<file path="config.mk">
export PLATFORM = sky130hd
export DESIGN_NAME = msi_devid_tagger
export DESIGN_NICKNAME = d
export VERILOG_FILES = /design/src/rtl/msi_tag_pkg.sv /design/src/rtl/msi_tag_datapath.sv /design/src/rtl/msi_tag_ctrl.sv /design/src/rtl/msi_devid_tagger.sv
export SDC_FILE = /design/constraint.sdc
export NUM_CORES = 1
export LEC_CHECK = 0
export ABC_AREA = 1
export BUFFER_PORTS_ARGS = -buffer_cell sky130_fd_sc_hd__buf_2
export CORE_MARGIN = 2
export CORE_UTILIZATION = 47
export CTS_BUF_LIST = sky130_fd_sc_hd__clkbuf_4
export DETAILED_ROUTE_END_ITERATION = 8
export PLACE_DENSITY = 0.87
export SETUP_SLACK_MARGIN = 0.5
export SLEW_MARGIN = 20
export SYNTH_ARGS = -nofsm -noshare
export SYNTH_HDL_FRONTEND = slang
export SYNTH_SLANG_ARGS = --single-unit
</file>
<file path="constraint.sdc">
create_clock -name clk -period 2.53 [get_ports clk]
set_input_delay 0.1265 -clock clk [delete_from_list [all_inputs] [get_ports clk]]
set_output_delay 0.1265 -clock clk [all_outputs]
set_load 0.01 [all_outputs]
</file>
<file path="src/rtl/msi_tag_pkg.sv">
package msi_tag_pkg;
  typedef struct packed {
    logic load;   // capture a translated pair
    logic clear;  // pending pair consumed by the translator
  } tagCtl_t;
endpackage

</file>
<file path="src/rtl/msi_tag_datapath.sv">
module msi_tag_datapath
  import msi_tag_pkg::*;
#(
  parameter int ADDR_W = 32,
  parameter int DEVID_BITS = 6,
  parameter logic [ADDR_W-1:0] WIN_BASE = 32'h0001_0000,
  parameter logic [ADDR_W-1:0] BELL_ADDR = 32'h0000_2040
) (
  input  logic                  clk,
  input  logic                  rst,
  input  logic [ADDR_W-1:0]     inAddr,
  input  logic [31:0]           inData,
  input  logic [3:0]            inStrb,
  input  tagCtl_t               ctl,
  input  logic                  pending,
  input  logic                  outReady,
  output logic                  goodHit,
  output logic                  badHit,
  output logic [DEVID_BITS-1:0] outDevId,
  output logic [31:0]           outEvent
);
  localparam int WIN_LOG = DEVID_BITS + 2;
  localparam logic [ADDR_W-1:0] OFS_MASK = (ADDR_W'(1) << WIN_LOG) - ADDR_W'(1);

  logic winHit, bellHit, shapeOk;
  logic [DEVID_BITS-1:0] devIdNext;

  always_comb begin
    winHit  = (inAddr & ~OFS_MASK) == WIN_BASE;
    bellHit = !winHit && (inAddr[ADDR_W-1:2] == BELL_ADDR[ADDR_W-1:2]);
    shapeOk = (inAddr[1:0] == 2'b00) && (inStrb == 4'hF);
    goodHit = (winHit || bellHit) && shapeOk;
    badHit  = (winHit || bellHit) && !shapeOk;
    devIdNext = winHit ? inAddr[WIN_LOG-1:2] : '0;
  end

  always_ff @(posedge clk) begin
    if (rst) begin
      outDevId <= '0;
      outEvent <= '0;
    end else if (ctl.load) begin
      outDevId <= devIdNext;
      outEvent <= inData;
    end
  end


  win_devid_chk: assert property (@(posedge clk) disable iff (rst)
    (ctl.load && winHit) |=> outDevId == $past(inAddr[WIN_LOG-1:2]));

  bell_zero_chk: assert property (@(posedge clk) disable iff (rst)
    (ctl.load && bellHit) |=> outDevId == '0);

  event_pass_chk: assert property (@(posedge clk) disable iff (rst)
    ctl.load |=> outEvent == $past(inData));

  hold_data_chk: assert property (@(posedge clk) disable iff (rst)
    (pending && !outReady) |=> ($stable(outDevId) && $stable(outEvent)));
endmodule

</file>
<file path="src/rtl/msi_tag_ctrl.sv">
module msi_tag_ctrl
  import msi_tag_pkg::*;
(
  input  logic    clk,
  input  logic    rst,
  input  logic    inValid,
  input  logic    outReady,
  input  logic    goodHit,
  input  logic    badHit,
  output tagCtl_t ctl,
  output logic    pending,
  output logic    inReady,
  output logic    errPulse
);
  logic accept;

  always_comb begin
    inReady   = !pending;
    accept    = inValid && !pending;
    ctl.load  = accept && goodHit;
    ctl.clear = pending && outReady;
  end

  always_ff @(posedge clk) begin
    if (rst) begin
      pending  <= 1'b0;
      errPulse <= 1'b0;
    end else begin
      errPulse <= accept && badHit;
      if (ctl.load) pending <= 1'b1;
      else if (ctl.clear) pending <= 1'b0;
    end
  end


  err_no_out_chk: assert property (@(posedge clk) disable iff (rst)
    errPulse |-> !pending);

  hold_valid_chk: assert property (@(posedge clk) disable iff (rst)
    (pending && !outReady) |=> pending);

  load_sets_chk: assert property (@(posedge clk) disable iff (rst)
    ctl.load |=> pending);

  rise_needs_req_chk: assert property (@(posedge clk) disable iff (rst)
    $rose(pending) |-> $past(inValid));
endmodule

</file>
<file path="src/rtl/msi_devid_tagger.sv">
module msi_devid_tagger
  import msi_tag_pkg::*;
#(
  parameter int ADDR_W = 32,
  parameter int DEVID_BITS = 6,
  parameter logic [ADDR_W-1:0] WIN_BASE = 32'h0001_0000,
  parameter logic [ADDR_W-1:0] BELL_ADDR = 32'h0000_2040
) (
  input  logic                  clk,
  input  logic                  rst,
  input  logic [ADDR_W-1:0]     inAddr,
  input  logic [31:0]           inData,
  input  logic [3:0]            inStrb,
  input  logic                  inValid,
  output logic                  inReady,
  output logic [DEVID_BITS-1:0] outDevId,
  output logic [31:0]           outEvent,
  output logic                  outValid,
  input  logic                  outReady,
  output logic                  errPulse
);
  tagCtl_t ctl;
  logic goodHit, badHit, pending;

  msi_tag_datapath #(
    .ADDR_W(ADDR_W), .DEVID_BITS(DEVID_BITS),
    .WIN_BASE(WIN_BASE), .BELL_ADDR(BELL_ADDR)
  ) u_dp (
    .clk(clk), .rst(rst), .inAddr(inAddr), .inData(inData), .inStrb(inStrb),
    .ctl(ctl), .pending(pending), .outReady(outReady),
    .goodHit(goodHit), .badHit(badHit),
    .outDevId(outDevId), .outEvent(outEvent)
  );

  msi_tag_ctrl u_ctrl (
    .clk(clk), .rst(rst), .inValid(inValid), .outReady(outReady),
    .goodHit(goodHit), .badHit(badHit), .ctl(ctl),
    .pending(pending), .inReady(inReady), .errPulse(errPulse)
  );

  assign outValid = pending;
endmodule

</file>
==> metrics, run 1 <==
clock share of power=30.8%; share of flip-flops with an asynchronous set or reset=0%; Clock H-tree levels=2; footprint of the multi-input gates=772.0 um^2; post-synthesis cell area=1809 um^2; routed len/inst=9.264 um; HP Class=input pin to flop; CTS Buffer Depth=2; P_leak=0.001539 uW; leading area contributor after synthesis=dfxtp_1; final antenna diode count=0; period utilisation layout=67.54%; drt first pass iters=4; P&R area growth vs syn=39.77%; initial antenna violation count=0; GRT Total Usage=20.08%; met3 wire len=307 um; crit path launch type=flop; Distinct cells, synth=15; global placement routability congestion=0.7843; reg-to-reg setup timing slack=820 ps; clock transition at the registers of the reported paths=120 ps; global-route wire length before repair=6789 um; Synth Instances=286; Top Layer Used=met4; Flop pwr share=60.3%; P_sw=230.2 uW; metal2 WL=2074 um; Fin. Hold Viols=0; total grt overflow=0; Max Clk Rate=585.2 MHz; initial core utilization=49.05%; CTS tree=built; Total Power=1044 uW; Seq. cell area=800.8 um^2; Rows=22; Setup violations, final=0; most frequent cell after synthesis=nor2_1; post-synth net total=358; Port Buffers=112; Ports=113; Power Dens Cells=412.9 nW/um^2; fill cell count=336; P_int=814.0 uW; peak supply drop=0.2601 mV; RSZ-0062 raised after global routing=no; most instantiated cells after synthesis=nor2_1, nand2_1, inv_1; Crit Path Category=flop to flop; Clock Latency Late Sink=340 ps; number of flops mapped to enable cells by yosys=0; Seq/Total Area, Yosys=44.26%; Slew HR=52.93%; TNS Setup=0 ps; Core Util, Final=68.55%; Synth top area share=44.26%; M1 WL=1752 um; DR vias/cell=4.323; CP endpoint kind=flop; DIE HEIGHT=66.05 um; CP max FO=71; Max-Cap Viols=0; number of remaining DRC errors=0; status=finished, final reports clean; DPL Wire Length=3069 um; Primary FF master, synth=dfxtp_1; First DRT Iteration DRCs=97; core area=3689 um^2; data arrival time of the worst path=1940 ps; Worst Skew=11.28 ps; Sw Ratio=22.04%; final wirelength=4215 um; Final min period=1709 ps; layout cells sized above 1=30.47%; Avg Inst Size Synth=6.326 um^2; die width=66.05 um; WP data required=2760 ps; vias=1967; clock root buffer=clkbuf_4; Final ANT Viol Nets=0; Net count, final=478; max-slew violations=0; Synth Register Bits=40; Slew @ Worst Pin=706.1 ps; yosys warns=0; DIE AREA=4362 um^2; clk sink count=40; vias in the first global route=1717; Num CTS Buffers=5; largest net degree at the start of global routing=72; combinational share of power=8.9%; top cells by area, synth=dfxtp_1, nor2_1, nand2_1
[what timing repair did]
item | CTS | global route
resized for setup | 0 | 0
hold endpoints to repair | 11 | 0
buffers inserted | 0 | 0
hold buffers | 11 | 0
[critical path, stage by stage (launching register included)]
cell and delay, ps:
dfxtp_1 340, nor2_1 130, nand3_1 120, inv_1 110
nand3_4 520, nor2_1 310, nor2_1 70
[stage by stage]
stage | std cells | worst slack, ps | hold WS [ps] | area [um^2]
finish | 455 | 821.2 | 6.539 | 2529
global route | 455 | 592.7 | 3.612 | 2529
CTS | 455 | 801.7 | 0.1058 | 2529
detailed placement | 436 | 801.5 | 355.6 | 2362
global placement | 436 | 882.8 | 347.7 | 2362
floorplan | 286 | 1342 | 261.4 | 1809
[power by group through the flow]
stage | Combinational, uW | Sequential [uW] | Clock (uW)
floorplan | 20.7 | 644 | 0
global placement | 79.4 | 644 | 0
detailed placement | 80.4 | 644 | 0
CTS | 93.6 | 629 | 333
global route | 104 | 630 | 354
finish | 93.2 | 629 | 322
[registers in the layout (all words and copies together), names as in the netlist]
register / flops
u_dp.outDevId: 6
u_dp.outEvent: 32
u_ctrl.pending: 1
u_ctrl.errPulse: 1
[final timing paths]
kind                    startpoint           endpoint  cells after the start
setup reg to reg    u_ctrl.pending  u_dp.outEvent[29]                      6
hold reg to reg   u_dp.outDevId[5]   u_dp.outDevId[5]                      2
setup / recovery    u_ctrl.pending  u_dp.outEvent[29]                      6
hold / removal          inData[10]  u_dp.outEvent[10]                      3
[per-layer routing]
| metal | up-vias | global-route usage [%] |
|---|---|---|
| li1 | 1068 | - |
| met2 | 81 | 36.87 |
| met3 | 9 | 5.622 |
| met5 | - | 0 |
| met4 | 0 | 8.418 |
| met1 | 809 | 21.37 |
[cells in the final DEF (no fill, tap or decap), types with 2 or more instances in the layout]
| cell type | n |
|---|---|
| a21oi_1 | 7 |
| and2_1 | 2 |
| buf_2 | 112 |
| clkbuf_4 | 7 |
| dfxtp_1 | 40 |
| dlygate4sd3_1 | 11 |
| inv_1 | 43 |
| nand2_1 | 82 |
| nand3_1 | 10 |
| nor2_1 | 86 |
[layout make-up]
class | count | area share (%)
Sequential cell | 40 | 31.67
Multi-Input combinational cell | 192 | 30.53
Timing Repair Buffer | 124 | 26.82
Inverter | 43 | 6.383
Tap cell | 48 | 2.375
Clock buffer | 7 | 2.078
Clock inverter | 1 | 0.1484
[logic make-up after synthesis]
family | share of synthesized area, %
and+or+nand+nor | 40.32
buffers and inverters | 13.07
DFF | 44.26
AOI/OAI and AO/OA | 2.351
(Power assumes the default switching activity.)
==> inputs of run 2 (changes only) <==
Settings changed: CORE_UTILIZATION 47 to 44, PLACE_DENSITY 0.87 to 0.82.
Clock period 2.53 ns to 1.6 ns, I/O delays scaled along.
==> metrics, run 2 (synthesis results as in run 1) <==
clk sink count=40; CP cell instances=nor2_2, nand3_2, inv_2, nand3_4, buf_16, nand2_1, nand2_1, nor2_1; vias in the first global route=1966; global-route wire length before repair=8093 um; Slew @ Worst Pin=362.8 ps; Max Clk Rate=792.5 MHz; P_int=1304 uW; Port Buffers=112; CP endpoint kind=flop; hold slack=20.91 ps; final antenna diode count=0; top flop regs=u_dp.outEvent (32), u_dp.outDevId (6); Post-Place Cells=439; Critical Path Max Stage Delay=350 ps; most frequent cell on the critical path=nand2_1; core area=3971 um^2; status=finished, final reports clean; vias=2143; Rows=23; Max-Cap Viols=0; CTS Buffer Depth=2; P&R area growth vs syn=57.19%; Net count, final=505; Power Dens Cells=591.2 nW/um^2; data arrival time of the worst path=1540 ps; Fin. Hold Viols=0; post-layout worst setup margin=338.1 ps; Crit Path Category=flop to flop; Top reg by flops=u_dp.outEvent; Seq. cell area=802.0 um^2; P_leak=0.001667 uW; peak supply drop=0.5140 mV; largest net degree at the start of global routing=37; TNS Setup=0 ps; Core Util, Final=71.61%; combinational share of power=12.0%; drt first pass iters=5; First DRT Iteration DRCs=75; WP data required=1880 ps; Final Instance Count excl. Fillers=483; crit path launch type=flop; Num CTS Buffers=5; initial antenna violation count=0; Slew HR=75.67%; Critical-path top delay cell=dfxtp_2; layout cells sized above 1=30.48%; HP Class=input pin to flop; Largest register FFs=32; final wirelength=5217 um; clock root buffer=clkbuf_4; Final min period=1262 ps; period utilisation layout=78.87%; CTS tree=built; die width=68.13 um; Clock Latency Late Sink=330 ps; max-slew violations=0; global placement routability congestion=0.7350; reg-to-reg setup timing slack=340 ps; clock share of power=28.8%; P_sw=377.5 uW; Place WS=344.7 ps; DPL Wire Length=2990 um; DR vias/cell=4.437; routed len/inst=10.80 um; clock transition at the registers of the reported paths=110 ps; initial core utilization=45.56%; Setup violations, final=0; Sw Ratio=22.45%; footprint of the multi-input gates=784.5 um^2; DIE HEIGHT=68.13 um; CP max FO=36; fill cell count=322; commonest cells after routing, fill and taps aside=buf_2, nor2_1, nand2_1; GRT Total Usage=23.28%; Clock H-tree levels=2; RSZ-0062 raised after global routing=yes; number of remaining DRC errors=0; Flop pwr share=59.2%; Final ANT Viol Nets=0; Ports=113; Worst Skew=7.863 ps; DIE AREA=4641 um^2; total grt overflow=0; commonest non-fill, non-tap cell in the layout=buf_2
run 2: cell count changes in the layout (fill, tap and decap cells not counted):
cell	previous run	this run
nor2_2	1	4
dfxtp_2	0	1
buf_16	0	2
clkinv_1	1	0
inv_1	43	42
nor2_1	86	83
nand3_1	10	9
clkbuf_4	7	6
dlygate4sd3_1	11	36
dfxtp_1	40	39
clkinv_2	0	1
inv_2	0	1
nand3_2	0	1
run 2: metal layers:
layer / global-route usage [%] / wire length (um)
met5: 0 / 0
met4: 11.25 / 193
met3: 5.099 / 382
met2: 44.66 / 2709
met1: 23.38 / 1932
run 2: area by class of cell:
class                   instances  share of cell area [%]
inverters                      43                   5.675
well taps                      50                   2.200
repair buffers                151                   34.58
flip-flops and latches         40                   28.20
clock buffers                   6                   1.584
clock inverters                 1                  0.1760
multi-input cells             192                   27.58
run 2: worst max-delay path, delay by kind of cell, from the launching register on:
| kind | cells | cell delay (ps) |
|---|---|---|
| simple gates | 6 | 550 |
| flops | 1 | 350 |
| buf+inv | 2 | 290 |
run 2: repair_timing:
action                                  4_1_cts  5_1_grt
hold buffers                                 36        0
setup buffers                                 0        0
gates resized for setup                       4        1
endpoints found under the hold margin        33        0
endpoints found under the setup margin       39       39
cloned                                        1        0
run 2: path summary, 6_finish.rpt:
| path | start | to | cells after the start |
|---|---|---|---|
| max | u_ctrl.pending | u_dp.outEvent[9] | 8 |
| min | inAddr[6] | u_dp.outDevId[4] | 3 |
| max reg2reg | u_ctrl.pending | u_dp.outEvent[9] | 8 |
| min reg2reg | u_dp.outDevId[4] | u_dp.outDevId[4] | 2 |
run 2: power by group through the flow:
stage	logic (uW)	registers, uW	clock network [uW]
3_5_place_dp	127	1020	0
3_3_place_gp	126	1020	0
5_1_grt	223	996	547
4_1_cts	195	995	504
6_report	202	995	484
2_1_floorplan	33.4	1020	0
run 2: through the flow:
stage	power (uW)	area (um^2)
CTS	1695	2841
global placement	1144	2389
finish	1681	2844
floorplan	1051	1832
detailed placement	1145	2389
global route	1766	2844
==> inputs of run 3 (changes only) <==
Settings changed: CORE_UTILIZATION 44 to 40, PLACE_DENSITY 0.82 to 0.79.
Clock period 1.6 ns to 1 ns, I/O delays scaled along.
==> metrics, run 3 (synthesis results as in run 1) <==
clock transition at the registers of the reported paths=120 ps; Top reg by flops=u_dp.outEvent; Slew HR=85.75%; First DRT Iteration DRCs=80; commonest non-fill, non-tap cell in the layout=nor2_1; Clock Latency Late Sink=340 ps; top flop regs=u_dp.outEvent (32), u_dp.outDevId (6); crit path launch type=flop; Total Power=2612 uW; initial antenna violation count=0; period utilisation layout=118.5%; Placed Area=2499 um^2; CTS tree=built; violated checks=hold timing, setup timing; GRT Total Usage=18.74%; clock root buffer=clkbuf_4; CTS Buffer Depth=2; Num CTS Buffers=5; Final ANT Viol Nets=0; fin area=2897 um^2; peak supply drop=0.6648 mV; Net count, final=483; Clock H-tree levels=2; Slew @ Worst Pin=213.7 ps; largest net degree at the start of global routing=33; Crit Path Category=flop to flop; initial core utilization=41.55%; HP Class=input pin to flop; P_int=2010 uW; Power Dens Cells=901.6 nW/um^2; clk sink count=40; Rows=24; core area=4354 um^2; M1 GR Usage=20.37%; commonest cells after routing, fill and taps aside=nor2_1, nand2_1, buf_2; Max-Cap Viols=0; total grt overflow=0; final wirelength=4618 um; number of remaining DRC errors=0; Largest register FFs=32; global placement routability congestion=0.7234; status=finished with violations; DR vias/cell=4.339; data arrival time of the worst path=1460 ps; post-layout worst setup margin=-185.0 ps; DIE HEIGHT=71.26 um; Sw Ratio=23.05%; TNS Setup=-5070 ps; Fin. Hold Viols=39; final antenna diode count=0; Flop pwr share=60.9%; Ports=113; P_sw=602.0 uW; max-slew violations=0; WP data required=1270 ps; GRT busiest layer=met2; RSZ-0062 raised after global routing=yes; grt met2 use=34.98%; Final min period=1185 ps; CP endpoint kind=flop; P_leak=0.001625 uW; drt first pass iters=4; Max Clk Rate=843.9 MHz; DPL Wire Length=3210 um; vias=2009; P&R area growth vs syn=60.10%; grt met3 use=5.063%; Worst Skew=6.646 ps; global-route wire length before repair=7728 um; DIE AREA=5077 um^2; hold slack=-79.54 ps; clock share of power=30.4%; Port Buffers=112; vias in the first global route=1975; Setup violations, final=40; combinational share of power=8.7%; die width=71.26 um; layout cells sized above 1=46.23%; routed len/inst=9.974 um; CP max FO=32
==> run 3: changes by cell type in the layout (fill, tap and decap cells not counted), moves of 2 or more <==
cell	before	now
buf_6	0	41
buf_2	112	72
dfxtp_1	39	1
dfxtp_2	1	39
dlygate4sd3_1	36	0
buf_4	1	14
nand2_1	82	78
nand2_2	1	5
buf_12	0	2
buf_16	2	0
==> run 3: final timing paths <==
check                    from           endpoint  slack [ps]  depth (start not counted)
min reg2reg  u_dp.outDevId[4]   u_dp.outDevId[4]         480                          2
max reg2reg    u_ctrl.pending  u_dp.outEvent[24]        -190                          8
max            u_ctrl.pending  u_dp.outEvent[24]        -190                          8
min                 inData[9]   u_dp.outEvent[9]         -80                          3
==> run 3: layer usage <==
metal	part of all wire [%]	vias up
met4	1.5	0
met1	43	862
met5	0	-
met3	5.9	9
met2	50	61
li1	-	1077
==> run 3: final cells by class <==
| cell class | instances | area (um^2) |
|---|---|---|
| fillers | 365 | 1458 |
| repair buffers | 129 | 967.2 |
| flip-flops and latches | 40 | 849.6 |
| multi-input cells | 192 | 803.3 |
| inverters | 43 | 161.4 |
| well taps | 52 | 65.06 |
| clock buffers | 6 | 45.04 |
| clock inverters | 1 | 5.005 |
==> run 3: through the flow <==
step	utilization [%]	worst slack, ps	std cells	hold WS [ps]
after floorplan	-	-84.50	286	184.9
after global placement	57.39	-156.1	453	271.6
after detailed placement	57.39	-203.2	453	277.6
after CTS	65.14	-158.2	460	-94.78
after global routing	66.52	-264.3	463	-95.18
final	66.52	-185.0	463	-79.54
==> run 3: power by group through the flow <==
stage	Clock, uW	Sequential, uW	Combinational (uW)
after global placement	0	1630	222
after floorplan	0	1630	54.4
after global routing	902	1590	254
after CTS	824	1590	227
final	794	1590	227
after detailed placement	0	1630	224
==> run 3: repair_timing <==
item,in CTS,in global routing
hold endpoints to repair,39,39
gates resized for setup,76,12
setup endpoints to repair,81,81
buffers inserted,0,3
pin swaps,0,0
==> run 3: critical path, cell delays in order, from the launching register on <==
cell	delay, ps
dfxtp_2	350
nor2_4	100
nand3_2	90
inv_2	80
nand3_4	90
buf_12	180
nand2_1	70
nand2_1	50
nor2_1	110
